`src/rtl/moesi_pkg.sv`:
```
package moesi_pkg;

  typedef enum logic [3:0] {
    ST_I  = 4'd0,
    ST_S  = 4'd1,
    ST_E  = 4'd2,
    ST_O  = 4'd3,
    ST_M  = 4'd4,
    ST_MM = 4'd5,
    ST_IS = 4'd6,
    ST_IM = 4'd7,
    ST_SS = 4'd8,
    ST_XA = 4'd9,
    ST_MA = 4'd10
  } line_st_t;

  localparam logic [1:0] RK_DATA = 2'd0;
  localparam logic [1:0] RK_EXCL = 2'd1;
  localparam logic [1:0] RK_SHRD = 2'd2;
  localparam logic [1:0] RK_ACK  = 2'd3;

  localparam logic [1:0] SR_ACK  = 2'd0;
  localparam logic [1:0] SR_DATA = 2'd1;
  localparam logic [1:0] SR_EXCL = 2'd2;

  function automatic logic is_stable(input line_st_t s);
    return (s == ST_I) || (s == ST_S) || (s == ST_E) ||
           (s == ST_O) || (s == ST_M) || (s == ST_MM);
  endfunction

  function automatic logic is_armed(input line_st_t s);
    return (s == ST_SS) || (s == ST_XA) || (s == ST_MA);
  endfunction

endpackage

```
`src/rtl/moesi_ack_tracker.sv`:
```
module moesi_ack_tracker #(
  parameter int ACK_W = 4
) (
  input  logic             clk,
  input  logic             rst,
  input  logic             clear,
  input  logic             count_en,
  input  logic             ack_in,
  input  logic             load_exp,
  input  logic [ACK_W-1:0] exp_in,
  input  logic             armed,
  output logic             done
);
  localparam logic [ACK_W-1:0] CNT_MAX = {ACK_W{1'b1}};

  logic [ACK_W-1:0] cnt_q;
  logic [ACK_W-1:0] exp_q;
  logic [ACK_W-1:0] sum;

  assign sum  = cnt_q + {{(ACK_W-1){1'b0}}, ack_in};
  assign done = armed && (sum == exp_q);

  always_ff @(posedge clk) begin
    if (rst) begin
      cnt_q <= '0;
      exp_q <= '0;
    end else begin
      if (clear)                   cnt_q <= '0;
      else if (count_en && ack_in) cnt_q <= sum;
      if (load_exp)                exp_q <= exp_in;
    end
  end

  AST_NO_OVERFLOW: assert property (@(posedge clk) disable iff (rst)
    (count_en && ack_in && !clear) |-> (cnt_q != CNT_MAX));

endmodule

```
`src/rtl/moesi_next_state.sv`:
```
module moesi_next_state
  import moesi_pkg::*;
(
  input  line_st_t   st,
  input  logic       acc,
  input  logic       p_store,
  input  logic       s_valid,
  input  logic       s_excl,
  input  logic       r_valid,
  input  logic [1:0] r_kind,
  input  logic       done,
  output line_st_t   ns,
  output logic       mreq_v,
  output logic       mreq_x,
  output logic       hit_v,
  output logic       hit_s,
  output logic       srsp_v,
  output logic [1:0] srsp_k,
  output logic       miss_start
);
  logic r_data;
  assign r_data = r_valid && (r_kind != RK_ACK);

  always_comb begin
    ns         = st;
    mreq_v     = 1'b0;
    mreq_x     = 1'b0;
    hit_v      = 1'b0;
    hit_s      = 1'b0;
    srsp_v     = s_valid;
    srsp_k     = SR_ACK;
    miss_start = 1'b0;
    if (is_stable(st)) begin
      if (s_valid) begin
        case (st)
          ST_S: if (s_excl) ns = ST_I;
          ST_E: begin
            srsp_k = SR_DATA;
            if (s_excl) ns = ST_I; else ns = ST_S;
          end
          ST_M: begin
            srsp_k = SR_DATA;
            if (s_excl) ns = ST_I; else ns = ST_O;
          end
          ST_O: begin
            srsp_k = SR_DATA;
            if (s_excl) ns = ST_I;
          end
          ST_MM: begin
            if (s_excl) srsp_k = SR_DATA; else srsp_k = SR_EXCL;
            ns = ST_I;
          end
          default: ;
        endcase
      end else if (acc) begin
        if ((st == ST_I) || (p_store && ((st == ST_S) || (st == ST_O)))) begin
          miss_start = 1'b1;
          mreq_v     = 1'b1;
          mreq_x     = p_store;
          if (p_store) ns = ST_IM; else ns = ST_IS;
        end else begin
          hit_v = 1'b1;
          hit_s = p_store;
          if (p_store && (st == ST_E)) ns = ST_M;
        end
      end
    end else begin
      case (st)
        ST_IS: if (r_data) begin
          hit_v = 1'b1;
          if (r_kind == RK_EXCL) ns = ST_XA; else ns = ST_SS;
        end
        ST_IM: if (r_data) ns = ST_MA;
        ST_SS: if (done) ns = ST_S;
        ST_XA: if (done) ns = ST_E;
        ST_MA: if (done) begin
          ns    = ST_MM;
          hit_v = 1'b1;
          hit_s = 1'b1;
        end
        default: ;
      endcase
    end
  end

endmodule

```
`src/rtl/moesi_line_ctrl.sv`:
```
module moesi_line_ctrl
  import moesi_pkg::*;
#(
  parameter int ACK_W = 4
) (
  input  logic             clk,
  input  logic             rst,
  input  logic             proc_valid,
  input  logic             proc_store,
  output logic             proc_ready,
  output logic             hit_valid,
  output logic             hit_store,
  output logic             miss_valid,
  output logic             miss_excl,
  input  logic             snp_valid,
  input  logic             snp_excl,
  output logic             snp_rsp_valid,
  output logic [1:0]       snp_rsp_kind,
  input  logic             resp_valid,
  input  logic [1:0]       resp_kind,
  input  logic [ACK_W-1:0] resp_acks,
  output logic [3:0]       line_state
);
  line_st_t   state_q, state_n;
  logic       ready_q, acc, done;
  logic       mreq_v, mreq_x, hit_v, hit_s, srsp_v, miss_start;
  logic [1:0] srsp_k;
  logic       ack_in, waiting_data;

  assign acc          = proc_valid && ready_q && !snp_valid;
  assign ack_in       = resp_valid && (resp_kind == RK_ACK);
  assign waiting_data = (state_q == ST_IS) || (state_q == ST_IM);

  moesi_next_state u_next (
    .st(state_q), .acc(acc), .p_store(proc_store),
    .s_valid(snp_valid), .s_excl(snp_excl),
    .r_valid(resp_valid), .r_kind(resp_kind), .done(done),
    .ns(state_n), .mreq_v(mreq_v), .mreq_x(mreq_x),
    .hit_v(hit_v), .hit_s(hit_s), .srsp_v(srsp_v), .srsp_k(srsp_k),
    .miss_start(miss_start)
  );

  moesi_ack_tracker #(.ACK_W(ACK_W)) u_acks (
    .clk(clk), .rst(rst), .clear(miss_start),
    .count_en(!is_stable(state_q)), .ack_in(ack_in),
    .load_exp(waiting_data && resp_valid && !ack_in),
    .exp_in(resp_acks), .armed(is_armed(state_q)), .done(done)
  );

  always_ff @(posedge clk) begin
    if (rst) begin
      state_q       <= ST_I;
      ready_q       <= 1'b1;
      hit_valid     <= 1'b0;
      hit_store     <= 1'b0;
      miss_valid    <= 1'b0;
      miss_excl     <= 1'b0;
      snp_rsp_valid <= 1'b0;
      snp_rsp_kind  <= SR_ACK;
    end else begin
      state_q       <= state_n;
      ready_q       <= is_stable(state_n);
      hit_valid     <= hit_v;
      hit_store     <= hit_s;
      miss_valid    <= mreq_v;
      miss_excl     <= mreq_x;
      snp_rsp_valid <= srsp_v;
      snp_rsp_kind  <= srsp_k;
    end
  end

  assign proc_ready = ready_q;
  assign line_state = state_q;

  AST_MISS_NEEDS_READY: assert property (@(posedge clk) disable iff (rst)
    miss_valid |-> ($past(proc_ready) && $past(proc_valid) && !$past(snp_valid)));

  AST_SNOOP_ANSWERED: assert property (@(posedge clk) disable iff (rst)
    snp_valid |=> snp_rsp_valid);

  AST_TRANSIENT_SNOOP: assert property (@(posedge clk) disable iff (rst)
    (snp_valid && waiting_data && !resp_valid) |=>
      ((line_state == $past(line_state)) && (snp_rsp_kind == SR_ACK)));

  AST_MIGRATORY: assert property (@(posedge clk) disable iff (rst)
    ((state_q == ST_MM) && snp_valid && !snp_excl) |=>
      ((line_state == 4'd0) && (snp_rsp_kind == SR_EXCL)));

endmodule

```
`config.mk`:
```
export PLATFORM = sky130hd
export DESIGN_NAME = moesi_line_ctrl
export DESIGN_NICKNAME = d
export VERILOG_FILES = /design/src/rtl/moesi_pkg.sv /design/src/rtl/moesi_ack_tracker.sv /design/src/rtl/moesi_next_state.sv /design/src/rtl/moesi_line_ctrl.sv
export SDC_FILE = /design/constraint.sdc
export NUM_CORES = 1
export LEC_CHECK = 0
export ABC_AREA = 1
export BUFFER_PORTS_ARGS = -buffer_cell sky130_fd_sc_hd__buf_2
export CAP_MARGIN = 10
export CORE_AREA = 2 2 41 80
export DETAILED_ROUTE_END_ITERATION = 7
export DIE_AREA = 0 0 43 82
export SETUP_SLACK_MARGIN = 0.4
export SLEW_MARGIN = 20
export SYNTH_ARGS = -nofsm -noshare
export SYNTH_HDL_FRONTEND = slang
export SYNTH_HIERARCHICAL = 1
export SYNTH_SLANG_ARGS = --single-unit
```
`constraint.sdc`:
```
create_clock -name clk -period 3.3 [get_ports clk]
set_clock_uncertainty 0.2 [all_clocks]
set_input_delay 0 -clock clk [delete_from_list [all_inputs] [get_ports clk]]
set_output_delay 0 -clock clk [all_outputs]
set_load 0.1 [all_outputs]
```
---- Yosys cells after proc, flatten, opt, wreduce, memory -nomap -nowiden ----
Cells that the tools add are included.
operators by class
  add/subtract/negate cells ............... 1
  equal/unequal tests ..................... 19
  multiplexer cells ....................... 35
  bitwise logic cells ..................... 4
  reduce and logical (&&, ||, !) cells .... 35
operators by type and width
  cell                                                  count
  two-way mux 4 bit                                     11
  equality test 4 x 3 -> 1 bit (second input constant)  6
  one-hot mux 4 bit (5 select lines)                    1
  two-way mux 1 bit                                     18
  equality test 4 x 2 -> 1 bit (second input constant)  4
  one-hot mux 4 bit (4 select lines)                    1
  logical OR 1 bit                                      15
  equality test 4 bit (second input constant)           3
  logical AND 1 bit                                     10
  equality test 4 x 1 -> 1 bit (second input constant)  2
  zero test 4 bit                                       2
  OR reduction 3 bit                                    2
  OR reduction 5 bit                                    1
  adder 4 x 1 -> 4 bit                                  1
  equality test 4 bit                                   1
  two-way mux 2 bit                                     2
  inverter 1 bit                                        4
  one-hot mux 2 bit (2 select lines)                    1
  OR reduction 2 bit                                    2
  zero test 1 bit                                       3
  equality test 2 x 1 -> 1 bit (second input constant)  1
  equality test 2 bit (second input constant)           1
  inequality test 2 bit (second input constant)         1
  one-hot mux 1 bit (2 select lines)                    1
storage, ports and cells
  register bits after elaboration ......... 20
  input port bits ......................... 13
  output and inout port bits .............. 12
  logic and storage cells ................. 104

---- Depth between registers and ports, before layout ----
Gate-level depths: netlist of run 1.
  depth in word-level cells ............... 14
  gate-level depth with buffers ........... 20
  gate-level depth less buffers ........... 20

---- Cells and area by module ----
Netlist of run 1, hierarchy kept.
modules (own cells, without submodules)
  module             times used  cells each  area each (um^2)  seq. area each (um^2)
  moesi_ack_tracker  1           65          430.4             160.2
  moesi_next_state   1           90          424.2             0.0
  moesi_line_ctrl    1           53          399.1             240.2

---- Least setup slack after synthesis of run 1 ----
No wires, ideal clock.
  kind .................................... register to register
  from .................................... reg state_q[3], in the netlist line_state[3]
  to ...................................... reg state_q[0], in the netlist line_state[0]
  library setup time ...................... 0.117 ns
  data arrival time ....................... 2.250 ns
  required time ........................... 2.983 ns
  slack ................................... 0.733 ns
  cell stages (with the launch flop) ...... 16
  path buffers ............................ 0
  period minus slack after synthesis ...... 2.567 ns
  cell sequence ........................... dfxtp_1 > nand2_1 > nor2_1 > nand3_1 > nor2_1 > nand2_1 > nor2_1 > inv_1 > nand3_1 > nand2_1 > nor2_1 > nand4_1 > nand2_1 > inv_1 > inv_1 > nor2_1
on the way
  elaborated cells between the ends (all ways) .. 34
  those cells by class .................... eq/ne: 10; mux: 10; reduce/logical: 14
RTL lines
  item                                         RTL line                                                                RTL
  start, declared                              moesi_line_ctrl.sv:24                                                   line_st_t state_q, state_n;
  start signal, assigned                       moesi_line_ctrl.sv:61                                                   state_q <= state_n;
  equality test 4 bit                          moesi_pkg.sv:32                                                         return (s == ST_SS) || (s == ST_XA) || (s == ST_MA);
  logical OR 1 bit                             moesi_pkg.sv:32
  logical OR 1 bit (*)                         moesi_pkg.sv:32
  logical AND 1 bit (*)                        moesi_ack_tracker.sv:21                                                 assign done = armed && (sum == exp_q);
  named net done                               moesi_line_ctrl.sv:25                                                   logic ready_q, acc, done;
  two-way mux 4 bit, on equally long branches  moesi_next_state.sv:76, moesi_next_state.sv:74, moesi_next_state.sv:75
  one-hot mux 4 bit (5 select lines) (*)       moesi_next_state.sv:68                                                  case (st)
  two-way mux 4 bit (*)                        moesi_next_state.sv:33                                                  if (is_stable(st)) begin
  named net state_n[0]                         moesi_line_ctrl.sv:24
The timed path passes the listed nets; every way through them passes the cells marked *.
A chain may end at the register's enable or synchronous reset.

---- Worst setup path after layout of run 1 ----
  from .................................... reg u_acks.cnt_q[0]
  to ...................................... reg state_q[0], in the netlist line_state[0]
on the way
  cells in the longest elaborated chain, start to end .. 6
  elaborated cells between the ends (all ways) .. 8
  those cells by class .................... add/sub: 1; eq/ne: 1; mux: 5; reduce/logical: 1
RTL lines
  item                                         RTL line                                                                RTL
  start, declared                              moesi_ack_tracker.sv:16                                                 logic [ACK_W-1:0] cnt_q;
  start signal, assigned                       moesi_ack_tracker.sv:29                                                 else if (count_en && ack_in) cnt_q <= sum;
  adder 4 x 1 -> 4 bit (*)                     moesi_ack_tracker.sv:20                                                 assign sum = cnt_q + {{(ACK_W-1){1'b0}}, ack_in};
  named net u_acks.sum[1]                      moesi_ack_tracker.sv:18                                                 logic [ACK_W-1:0] sum;
  equality test 4 bit (*)                      moesi_ack_tracker.sv:21
  logical AND 1 bit (*)                        moesi_ack_tracker.sv:21
  named net done                               moesi_line_ctrl.sv:25
  two-way mux 4 bit, on equally long branches  moesi_next_state.sv:76, moesi_next_state.sv:74, moesi_next_state.sv:75
  one-hot mux 4 bit (5 select lines) (*)       moesi_next_state.sv:68
  two-way mux 4 bit (*)                        moesi_next_state.sv:33
  named net state_n[0]                         moesi_line_ctrl.sv:24
Marks and branches as above.

==> results of run 1 <==
-- per-stage QoR --
step	area [um^2]	hold slack (ps)
CTS	1563	61.04
detailed placement	1391	33.37
global route	1563	116.9
floorplan	1254	-65.09
finish	1563	64.04
global placement	1391	35.09
-- cell families after synthesis --
group / after synthesis / share of synthesized area (%)
xor+xnor: 1 / 0.6987
compound gates: 22 / 9.482
simple gates: 119 / 42.02
buf+inv: 44 / 13.87
flops: 20 / 31.94
fa+ha+maj: 2 / 1.996
-- power by group through the flow --
stage	clock network (W)	registers, W	logic (W)
2_1_floorplan	0	0.000285	0.0000374
3_3_place_gp	0	0.000258	0.0000872
5_1_grt	0.000258	0.000253	0.000105
3_5_place_dp	0	0.000258	0.0000867
4_1_cts	0.000248	0.000252	0.0000953
6_report	0.000241	0.000252	0.0000958
-- sequential cells by signal, indices dropped and copies added, names as in the netlist --
name and count:
snp_rsp_kind 2, snp_rsp_valid 1, miss_excl 1, line_state 4, miss_valid 1, u_acks/cnt_q 4
u_acks/exp_q 4, proc_ready 1, hit_valid 1, hit_store 1
-- final cells by class --
cell class	instances	area (um^2)
Fill cell	310	1380
Multi-Input combinational cell	144	679.4
Sequential cell	20	400.4
Timing Repair Buffer	34	220.2
Inverter	41	153.9
Clock buffer	3	41.29
Tap cell	30	37.54
Clock inverter	1	30.03
-- final timing paths --
check,endpoint,start,depth (start not counted),slack (ps)
hold / removal,u_acks/exp_q[0]$_SDFFE_PP0P_,resp_valid,7,60
hold reg to reg,u_acks/exp_q[1]$_SDFFE_PP0P_,u_acks/exp_q[1]$_SDFFE_PP0P_,2,280
setup / recovery,line_state[0]$_SDFF_PP0_,u_acks/cnt_q[0]$_SDFFE_PP0P_,17,930
setup reg to reg,line_state[0]$_SDFF_PP0_,u_acks/cnt_q[0]$_SDFFE_PP0P_,17,930
-- critical path: cells and delay by family, from the launching register on --
kind,cells,cell delay [ps]
AND/OR/NAND/NOR,11,960
adder cells (fa/ha/maj),2,520
flip-flops,1,320
buffers and inverters,4,230
-- layout by cell type (no fill, tap or decap) --
master | Yosys | routed
nand2_1 | 47 | 47
inv_1 | 38 | 38
nor2_1 | 34 | 34
buf_2 | 1 | 24
nand3_1 | 22 | 22
dfxtp_1 | 20 | 20
o21ai_0 | 11 | 11
dlygate4sd3_1 | 0 | 10
a21oi_1 | 6 | 6
nand4_1 | 5 | 5
clkbuf_8 | 0 | 3
nand2_2 | 3 | 3
inv_2 | 3 | 3
ha_1 | 2 | 2
nor2_2 | 2 | 2
o21ai_1 | 2 | 2
nand3b_1 | 2 | 2
or2_1 | 1 | 1
bufinv_16 | 0 | 1
xor2_1 | 1 | 1
a31oi_1 | 1 | 1
nor2_4 | 1 | 1
a32oi_1 | 1 | 1
a21oi_2 | 1 | 1
nand3_2 | 1 | 1
and3_2 | 1 | 1
-- layer usage --
layer / vias to the layer above / part of all wire, %
met5: - / 0
met2: 47 / 54
met3: 14 / 4.1
met4: 0 / 5.6
met1: 615 / 37
li1: 721 / -
-- cell usage after synthesis --
cell type / instances / area share (%)
nand2_1: 47 / 14
inv_1: 38 / 11
nor2_1: 34 / 10
nand3_1: 22 / 8.8
dfxtp_1: 20 / 32
o21ai_0: 11 / 4.4
a21oi_1: 6 / 2.4
nand4_1: 5 / 2.5
inv_2: 3 / 0.90
nand2_2: 3 / 1.5
buf_4: 2 / 1.2
ha_1: 2 / 2.0
nand3b_1: 2 / 1.2
nor2_2: 2 / 1.0
o21ai_1: 2 / 0.80
a21oi_2: 1 / 0.70
a31oi_1: 1 / 0.50
a32oi_1: 1 / 0.70
and3_2: 1 / 0.60
buf_2: 1 / 0.40
nand3_2: 1 / 0.80
nor2_4: 1 / 0.90
or2_1: 1 / 0.50
xor2_1: 1 / 0.70
-- timing repair --
action                                  CTS  global route
hold buffers                             10             0
gates resized for setup                   0             0
endpoints found under the setup margin    0             0
endpoints found under the hold margin    16             0
==> results.ini, run 1 <==
[global_route]
top_usage_layer=met2
grt_pass1_wl_mm=5.250
grt_max_degree=14
antenna_found_initial=0
grt_overflow=0
use_met1_pct=17.91
grt_pass1_vias=1282
met2_usage_pct=38.33
grt_util_all_layers_pct=19.97
grtUsageMet3_pct=2.857

[synthesis]
ys_warn_count=6
syn-cell-area_mm2=0.001254
syn_area_per_cell_um2=6.027
ys_seq_area_share_pct=31.94
syn-num-nets=223
synthCells=208
synth_seq_cells=20
synth_cell_type_count=24

[finish]
final_cells=273
area_growth_syn_to_layout_pct=24.65
n_antenna_cell=0
drive_gt1_share_pct=16.46
utilization_pct=53.10
layout.nets=259

[floorplanning]
design.core.area_mm2=0.002943
die_x_um=43
rows=28
fp.dieArea_mm2=0.003526
ios=25
start_util_pct=42.60
die_y_um=82

[sta]
hold_viol=0
period_share_pct=71.67
max_freq_ghz=0.4228
tns_ps=0
period_minus_slack_ps=2365
rsz0062_at_grt=false
final_max_slew_viol_count=0
max-slew-margin-rel_pct=67.65
setup_viol=0
tightest_slew_ps=484.5
fin_ws_ps=934.8

[worst_hold_path]
hold_path_class=input pin to flip-flop

[worst_setup_path]
startpoint_type=flip-flop
cp_max_fo=6
crit_type=flip-flop to flip-flop
arrival_ps=2310
cp_slowest_cell=dfxtp_1
crit_required_ps=3250
end_kind=flip-flop
path_cells=ha_1, ha_1, inv_1, nand2_1, nand3_1, nor2_1, nand2_1, nor2_1, inv_1, nand3_1, nand2_1, nor2_1, nand4_1, nand2_1, inv_1, inv_1, nor2_1
critPathMaxStageDelay_ps=320

[detailed_routing]
routed_wl_mm=3.340
vias=1397
avgRoutedWirePerCell_um=12.23
ant_nets=0
vias_per_cell=5.117
drc=0
drtPass1Iterations=4
first_iter_violations=48

[clock_network]
clockRootBuffer=clkbuf_8
worstSkewPairLatency_ps=260
htreeDepth=1
postCtsSetupRepairBufs=0
cts.clk_slew.worst_paths_ps=70
cts_tree=done
clockBufferDepth=2
cts_sinks=20
cts_made_buffers=3

[pwr]
pwr-share-comb_pct=16.3
switching_share_pct=25.96
power.total_w=0.0005892
p_int_w=0.0004362
p_clk_share_pct=40.9
seqPwrFrac_pct=42.8
p_per_area_mw_per_mm2=377.0
power_leakage_nw=0.8258
peakVddDrop_mv=0.2156
p_switching_w=0.0001529

[placement]
gp_congestion=0.8666
numPortBuffers=24
placedCellCount=259
place_ws_ps=906.6
hpwl_mm=2.573

[status]
outcome=finished, final reports clean

[run]
cap_violations=0

No activity file was read; power rests on OpenSTA's default activity.
==> run 2, diff against run 1 <==
==> constraint.sdc (replaced) <==
create_clock -name clk -period 2.4 [get_ports clk]
set_clock_uncertainty 0.2 [all_clocks]
set_input_delay 0 -clock clk [delete_from_list [all_inputs] [get_ports clk]]
set_output_delay 0 -clock clk [all_outputs]
set_load 0.1 [all_outputs]
==> run 2 against run 1 <==
  * Critical path type unchanged
  * Largest power group unchanged
  * Non-clock buffer count up 5
  * Sequential power up 37%
  * Largest cell class unchanged
  * Critical endpoint is now proc_ready$_SDFF_PP1_
  * The run now ends with negative hold slack left
  * Die area unchanged
==> results.ini, run 2 (synthesis gave the netlist of run 1 again) <==
[status]
outcome=complete, but fails checks
violations=negative hold slack

[floorplanning]
fp.dieArea_mm2=0.003526  ; unchanged
ios=25  ; unchanged
die_y_um=82  ; unchanged
design.core.area_mm2=0.002943  ; unchanged
rows=28  ; unchanged
die_x_um=43  ; unchanged
start_util_pct=42.60  ; unchanged

[clock_network]
clockRootBuffer=clkbuf_8
cts.clk_slew.worst_paths_ps=70  ; about the same
cts_made_buffers=3  ; unchanged
cts_sinks=20  ; unchanged
postCtsHoldBufs=9  ; -1
clockBufferDepth=2  ; unchanged
htreeDepth=1  ; unchanged
worstSkewPairLatency_ps=250  ; about the same
cts_tree=done

[worst_setup_path]
end_kind=flip-flop
critPathTopFamily=simple AND/OR/NAND/NOR gates
crit_required_ps=2360  ; -890 ps
cp_slowest_cell=dfxtp_2
critPathMaxStageDelay_ps=340  ; +20 ps
startpoint_type=flip-flop
path_cells=ha_4, ha_4, inv_2, nand2_1, nand3_1, nor2_2, nand2_2, nor2_4, buf_4, nand3_2, nand3_2, nand2_2, nand3b_1, nand3_1, nand2_1, inv_1
arrival_ps=2140  ; -170 ps
path_depth=16  ; -1
crit_type=flip-flop to flip-flop
cp_num_buf_inv=3  ; -1
cp_max_fo=5  ; -1
r2r_cells=16  ; -1

[worst_hold_path]
hold_path_class=input pin to flip-flop
min_path_cells=2  ; -5

[finish]
mostFrequentLayoutCells=nand2_1 (43), inv_1 (34), nor2_1 (31)
layout.nets=264  ; +1.9%
n_antenna_cell=0  ; unchanged
layout_commonest_cell=nand2_1
area_growth_syn_to_layout_pct=33.43
drive_gt1_share_pct=27.42  ; +11 points

[detailed_routing]
vias=1430  ; +2.4%
vias_per_cell=5.144  ; +0.52%
ant_nets=0  ; unchanged
drc=0  ; unchanged
drtPass1Iterations=6  ; +2
first_iter_violations=30  ; -38%
routed_wl_mm=3.537  ; +5.9%
avgRoutedWirePerCell_um=12.72  ; +4.0%

[global_route]
grt_util_all_layers_pct=21.28  ; +1.3 points
use_met1_pct=20.24  ; +2.3 points
grt_pass1_vias=1351  ; +5.4%
grtUsageMet3_pct=1.978  ; -0.88 points
grt_max_degree=14  ; unchanged
grt_pass1_wl_mm=5.678  ; +8.2%
antenna_found_initial=0  ; unchanged
met2_usage_pct=41.67  ; +3.3 points
top_usage_layer=met2
grt_overflow=0  ; unchanged

[sta]
setup_viol=0  ; unchanged
hold_slack_ps=-137.8  ; -201.9 ps
period_minus_slack_ps=2189  ; -176.5 ps
max-slew-margin-rel_pct=67.70  ; about the same
max_freq_ghz=0.4569  ; +8.1%
period_share_pct=91.20  ; +20 points
final_max_slew_viol_count=0  ; unchanged
rsz0062_at_grt=true
hold_viol=8  ; +8
tns_ps=0  ; unchanged
tightest_slew_ps=487.9  ; +3.364 ps

[pwr]
power.total_w=0.0008083  ; +37%
peakVddDrop_mv=0.2984  ; +38%
p_per_area_mw_per_mm2=483.2  ; +28%
power_leakage_nw=0.8482  ; +2.7%

[run]
cap_violations=0  ; unchanged

[placement]
numPortBuffers=24  ; unchanged
gp_congestion=0.8625  ; -0.47%
hpwl_mm=2.651  ; +3.0%

## run 2: through the flow
| step | util (%) | instance area [um^2] | std cells | hold WS, ps | setup slack (ps) |
|---|---|---|---|---|---|
| 2_1_floorplan | - | 1295 | 208 | -65.09 | 405.0 |
| 3_3_place_gp | 48.68 | 1433 | 259 | 25.79 | 268.8 |
| 3_5_place_dp | 48.68 | 1433 | 259 | 43.10 | 168.7 |
| 4_1_cts | 55.31 | 1628 | 274 | -141.1 | 304.5 |
| 5_1_grt | 56.85 | 1673 | 278 | -122.7 | 104.0 |
| 6_report | 56.85 | 1673 | 278 | -137.8 | 211.3 |
## run 2: timing repair
item / 4_1_cts / 5_1_grt
pin swaps: 9 / 9
buffers inserted: 2 / 4
endpoints found under the hold margin: 15 / 8
endpoints found under the setup margin: 4 / 7
resized for setup: 9 / 7
## run 2: report_power, final
part	internal [W]	leakage [nW]	switching, W	total [W]
logic	0.0000392	0.648	0.0000931	0.000132
registers	0.000336	0.164	0.00000932	0.000346
clock network	0.000222	0.0357	0.000108	0.000330
## run 2: path summary, 6_finish.rpt
| check | start | endpoint | slack [ps] |
|---|---|---|---|
| setup / recovery | u_acks/cnt_q[0]$_SDFFE_PP0P_ | proc_ready$_SDFF_PP1_ | 210 |
| hold / removal | rst | line_state[0]$_SDFF_PP0_ | -140 |
| setup reg to reg | u_acks/cnt_q[0]$_SDFFE_PP0P_ | proc_ready$_SDFF_PP1_ | 210 |
| hold reg to reg | u_acks/exp_q[1]$_SDFFE_PP0P_ | u_acks/exp_q[1]$_SDFFE_PP0P_ | 300 |
## run 2: layout make-up
cell class	instances	area, um^2
Clock buffer	3	41.29
Inverter	41	153.9
Fill cell	302	1270
Timing Repair Buffer	39	255.2
Clock inverter	1	30.03
Tap cell	30	37.54
Multi-Input combinational cell	144	742.0
Sequential cell	20	412.9
## run 2: routing by layer
| layer | routed length, um | up-vias |
|---|---|---|
| met3 | 134 | 15 |
| met5 | 0 | - |
| met2 | 1961 | 49 |
| li1 | - | 729 |
| met1 | 1282 | 637 |
| met4 | 159 | 0 |
## run 2: worst register-to-register path, cell delays in order (launching register included)
cell	delay, ps
dfxtp_2	340
ha_4	160
ha_4	260
inv_2	30
nand2_1	50
nand3_1	70
nor2_2	100
nand2_2	70
nor2_4	160
buf_4	150
nand3_2	70
nand3_2	90
nand2_2	50
nand3b_1	110
nand3_1	70
nand2_1	60
inv_1	30
==> run 3, diff against run 2 <==
--- a/config.mk
+++ b/config.mk
@@ -5,12 +5,12 @@
 export SDC_FILE = /design/constraint.sdc
 export NUM_CORES = 1
 export LEC_CHECK = 0
-export ABC_AREA = 1
+export ABC_AREA = 0
 export BUFFER_PORTS_ARGS = -buffer_cell sky130_fd_sc_hd__buf_2
 export CAP_MARGIN = 10
-export CORE_AREA = 2 2 41 80
+export CORE_AREA = 2 2 40 79
 export DETAILED_ROUTE_END_ITERATION = 7
-export DIE_AREA = 0 0 43 82
+export DIE_AREA = 0 0 42 81
 export SETUP_SLACK_MARGIN = 0.4
 export SLEW_MARGIN = 20
 export SYNTH_ARGS = -nofsm -noshare
==> run 3 against run 2 <==
  * The flow still finishes with violations (negative hold slack)
  * Sequential power down 3%
  * Via count shrank 23%
  * Final cell count shrank 27%
==> results.ini, run 3 <==
[global_route]
grt_max_degree=17  ; +3
grt_util_all_layers_pct=18.06  ; -3.2 points
grt_pass1_vias=1010  ; -25%
grt_overflow=0  ; unchanged
grt_pass1_wl_mm=4.781  ; -16%
antenna_found_initial=0  ; unchanged

[pwr]
power.total_w=0.0006829  ; -16%
pwr-share-comb_pct=19.5  ; +3.1 points
p_per_area_mw_per_mm2=430.8  ; -11%
p_int_w=0.0004924  ; -18%
seqPwrFrac_pct=49.3  ; +6.5 points
p_switching_w=0.0001905  ; -9.5%
p_clk_share_pct=31.2  ; -9.7 points
power_leakage_nw=0.6334  ; -25%
switching_share_pct=27.89  ; +1.9 points
peakVddDrop_mv=0.2881  ; -3.4%

[floorplanning]
start_util_pct=42.46  ; -0.14 points
rows=28  ; unchanged
design.core.area_mm2=0.002838  ; -3.6%
ios=25  ; unchanged
die_x_um=42  ; -2.3%
die_y_um=81  ; -1.2%
fp.dieArea_mm2=0.003402  ; -3.5%

[worst_setup_path]
cp_max_fo=5  ; unchanged
crit_type=flip-flop to flip-flop
arrival_ps=2200  ; +60 ps
end_kind=flip-flop
crit_required_ps=2340  ; -20 ps
startpoint_type=flip-flop

[placement]
hpwl_mm=1.926  ; -27%
place_ws_ps=47.18  ; -121.6 ps
dpl_cell_area_mm2=0.001395  ; -2.6%
numPortBuffers=24  ; unchanged
gp_congestion=0.8722  ; +1.1%

[synthesis]
async_flop_share_pct=0  ; unchanged
yosys.area_share.simple_pct=26.38  ; -16 points
synth_cell_type_count=46  ; +92%
syn-cell-area_mm2=0.001205  ; -3.9%
ys_top_cells_by_area=dfxtp_1 (33%), nor2b_1 (6.2%), mux2i_1 (5.8%)
synth_seq_cells=20  ; unchanged
synth_common_cells=dfxtp_1 (20), nor2b_1 (12), nor2_1 (9)
synth_top_cell_area_share_pct=33.23  ; +1.3 points
synth_edf_count=0  ; unchanged
synth-adder-area-share_pct=2.077  ; +0.081 points
syn-num-nets=153  ; -31%
yosys.area.top_type=dfxtp_1
ys_seq_area_share_pct=33.23  ; +1.3 points
ys_warn_count=6  ; unchanged
synthCells=138  ; -34%
synth_top_family_by_area=simple AND/OR/NAND/NOR gates
synth_ff_type=dfxtp_1
synth_compound_area_share_pct=19.63  ; +10 points
synth-xor-area-share_pct=5.088  ; +4.4 points
syn_area_per_cell_um2=8.731  ; +45%
yosys-mux-area-fraction_pct=6.750  ; +6.7 points
yosysMostFrequentCell=dfxtp_1

[sta]
max_freq_ghz=0.4433  ; -3.0%
period_minus_slack_ps=2256  ; +66.97 ps
hold_slack_ps=-178.1  ; -40.30 ps
setup_viol=0  ; unchanged
final_max_slew_viol_count=0  ; unchanged
tns_ps=0  ; unchanged
fin_ws_ps=144.3  ; -66.97 ps
rsz0062_at_grt=true
tightest_slew_ps=606.3  ; +118.4 ps
hold_viol=4  ; -4
max-slew-margin-rel_pct=59.45  ; -8.3 points
period_share_pct=93.99  ; +2.8 points

[clock_network]
clockRootBuffer=clkbuf_8
cts_sinks=20  ; unchanged
cts_tree=done
postCtsHoldBufs=9  ; unchanged
clockBufferDepth=2  ; unchanged
cts.clk_slew.worst_paths_ps=70  ; about the same
cts_made_buffers=3  ; unchanged
htreeDepth=1  ; unchanged
worstSkewPairLatency_ps=250  ; about the same

[finish]
fin_area_mm2=0.001585  ; -5.2%
layout.nets=191  ; -28%
area_growth_syn_to_layout_pct=31.57
utilization_pct=55.86  ; -0.98 points
nFillCells=270  ; -11%
mostFrequentLayoutCells=buf_2 (24), dfxtp_1 (14), nor2b_1 (12)
layout_commonest_cell=buf_2
n_antenna_cell=0  ; unchanged
drive_gt1_share_pct=36.78  ; +9.4 points

[worst_hold_path]
hold_path_class=input pin to flip-flop

[detailed_routing]
vias=1102  ; -23%
routed_wl_mm=2.872  ; -19%
vias_per_cell=5.402  ; +5.0%
ant_nets=0  ; unchanged
avgRoutedWirePerCell_um=14.08  ; +11%
drtPass1Iterations=4  ; -2
drc=0  ; unchanged
first_iter_violations=18  ; -40%

[status]
violations=negative hold slack
outcome=complete, but fails checks

[run]
cap_violations=0  ; unchanged

run 3: changes by cell type after synthesis, moves of 3 or more:
cell,delta
nand2b_1,+3
inv_1,-32
nor2b_1,+12
nand3_1,-17
nand4_1,-5
nand2_1,-39
inv_2,-3
xnor2_1,+5
nor3_1,+5
nor2_1,-25
o21ai_0,-8
mux2i_1,+7
run 3: final cells by class:
class	count	area, um^2	share of cell area [%]
multi-input combinational	103	793.3	50.04
tap	30	37.54	2.368
clock buffer	3	41.29	2.605
inverter	6	22.52	1.421
sequential	20	412.9	26.05
timing repair buffer	42	277.8	17.52
run 3: cell families (layout without fill, tap and decap cells):
logic type / Yosys count / count (layout)
AOI/OAI and AO/OA: 30 / 30
buffers and inverters: 15 / 51
DFF: 20 / 20
xor gates and xnor gates: 7 / 7
and+or+nand+nor: 56 / 56
adders and majority gates: 2 / 2
muxes: 8 / 8
run 3: metrics by stage:
stage	hold slack (ps)	cells
6_report	-178.1	204
5_1_grt	-173.8	204
4_1_cts	-182.3	204
3_5_place_dp	44.82	188
3_3_place_gp	34.90	188
2_1_floorplan	-138.1	138
run 3: worst max-delay path, cell delays in order, from the launching register on:
cell and delay (ps):
dfxtp_2 340, ha_4 170, ha_4 160, xnor2_2 130, xnor2_1 140, nor3_2 170
nor2b_4 230, nand3_2 90, o311a_1 150, nor2_2 90, a21oi_1 60, or2_1 210
run 3: what timing repair did:
| item | in CTS | in global routing |
|---|---|---|
| gates resized for setup | 1 | 4 |
| pin swaps | 0 | 2 |
| hold endpoints to repair | 16 | 4 |
| setup endpoints to repair | 6 | 7 |
| buffers inserted | 4 | 0 |
run 3: path summary, 6_finish.rpt:
kind,from,endpoint,slack [ps],cells after the start
worst max-delay path,u_acks/cnt_q[0]$_SDFFE_PP0P_,proc_ready$_SDFF_PP1_,140,11
worst min-delay path,rst,u_acks/cnt_q[0]$_SDFFE_PP0P_,-180,2
worst max register to register,u_acks/cnt_q[0]$_SDFFE_PP0P_,proc_ready$_SDFF_PP1_,140,11
worst min register to register,u_acks/exp_q[3]$_SDFFE_PP0P_,u_acks/exp_q[3]$_SDFFE_PP0P_,330,2
run 3: layer usage:
layer	track usage, %	part of all wire [%]	vias up
met3	2.444	3.6	6
met5	0	0	-
met4	7.742	2.0	0
li1	-	-	556
met1	23.87	46	509
met2	29.06	48	31
run 3: power groups by stage:
stage          Clock (W)  Combinational (W)  Sequential [W]
2_1_floorplan          0          0.0000516        0.000379
3_3_place_gp           0           0.000118        0.000344
3_5_place_dp           0           0.000117        0.000344
4_1_cts         0.000222           0.000130        0.000337
5_1_grt         0.000241           0.000142        0.000337
6_report        0.000213           0.000133        0.000337
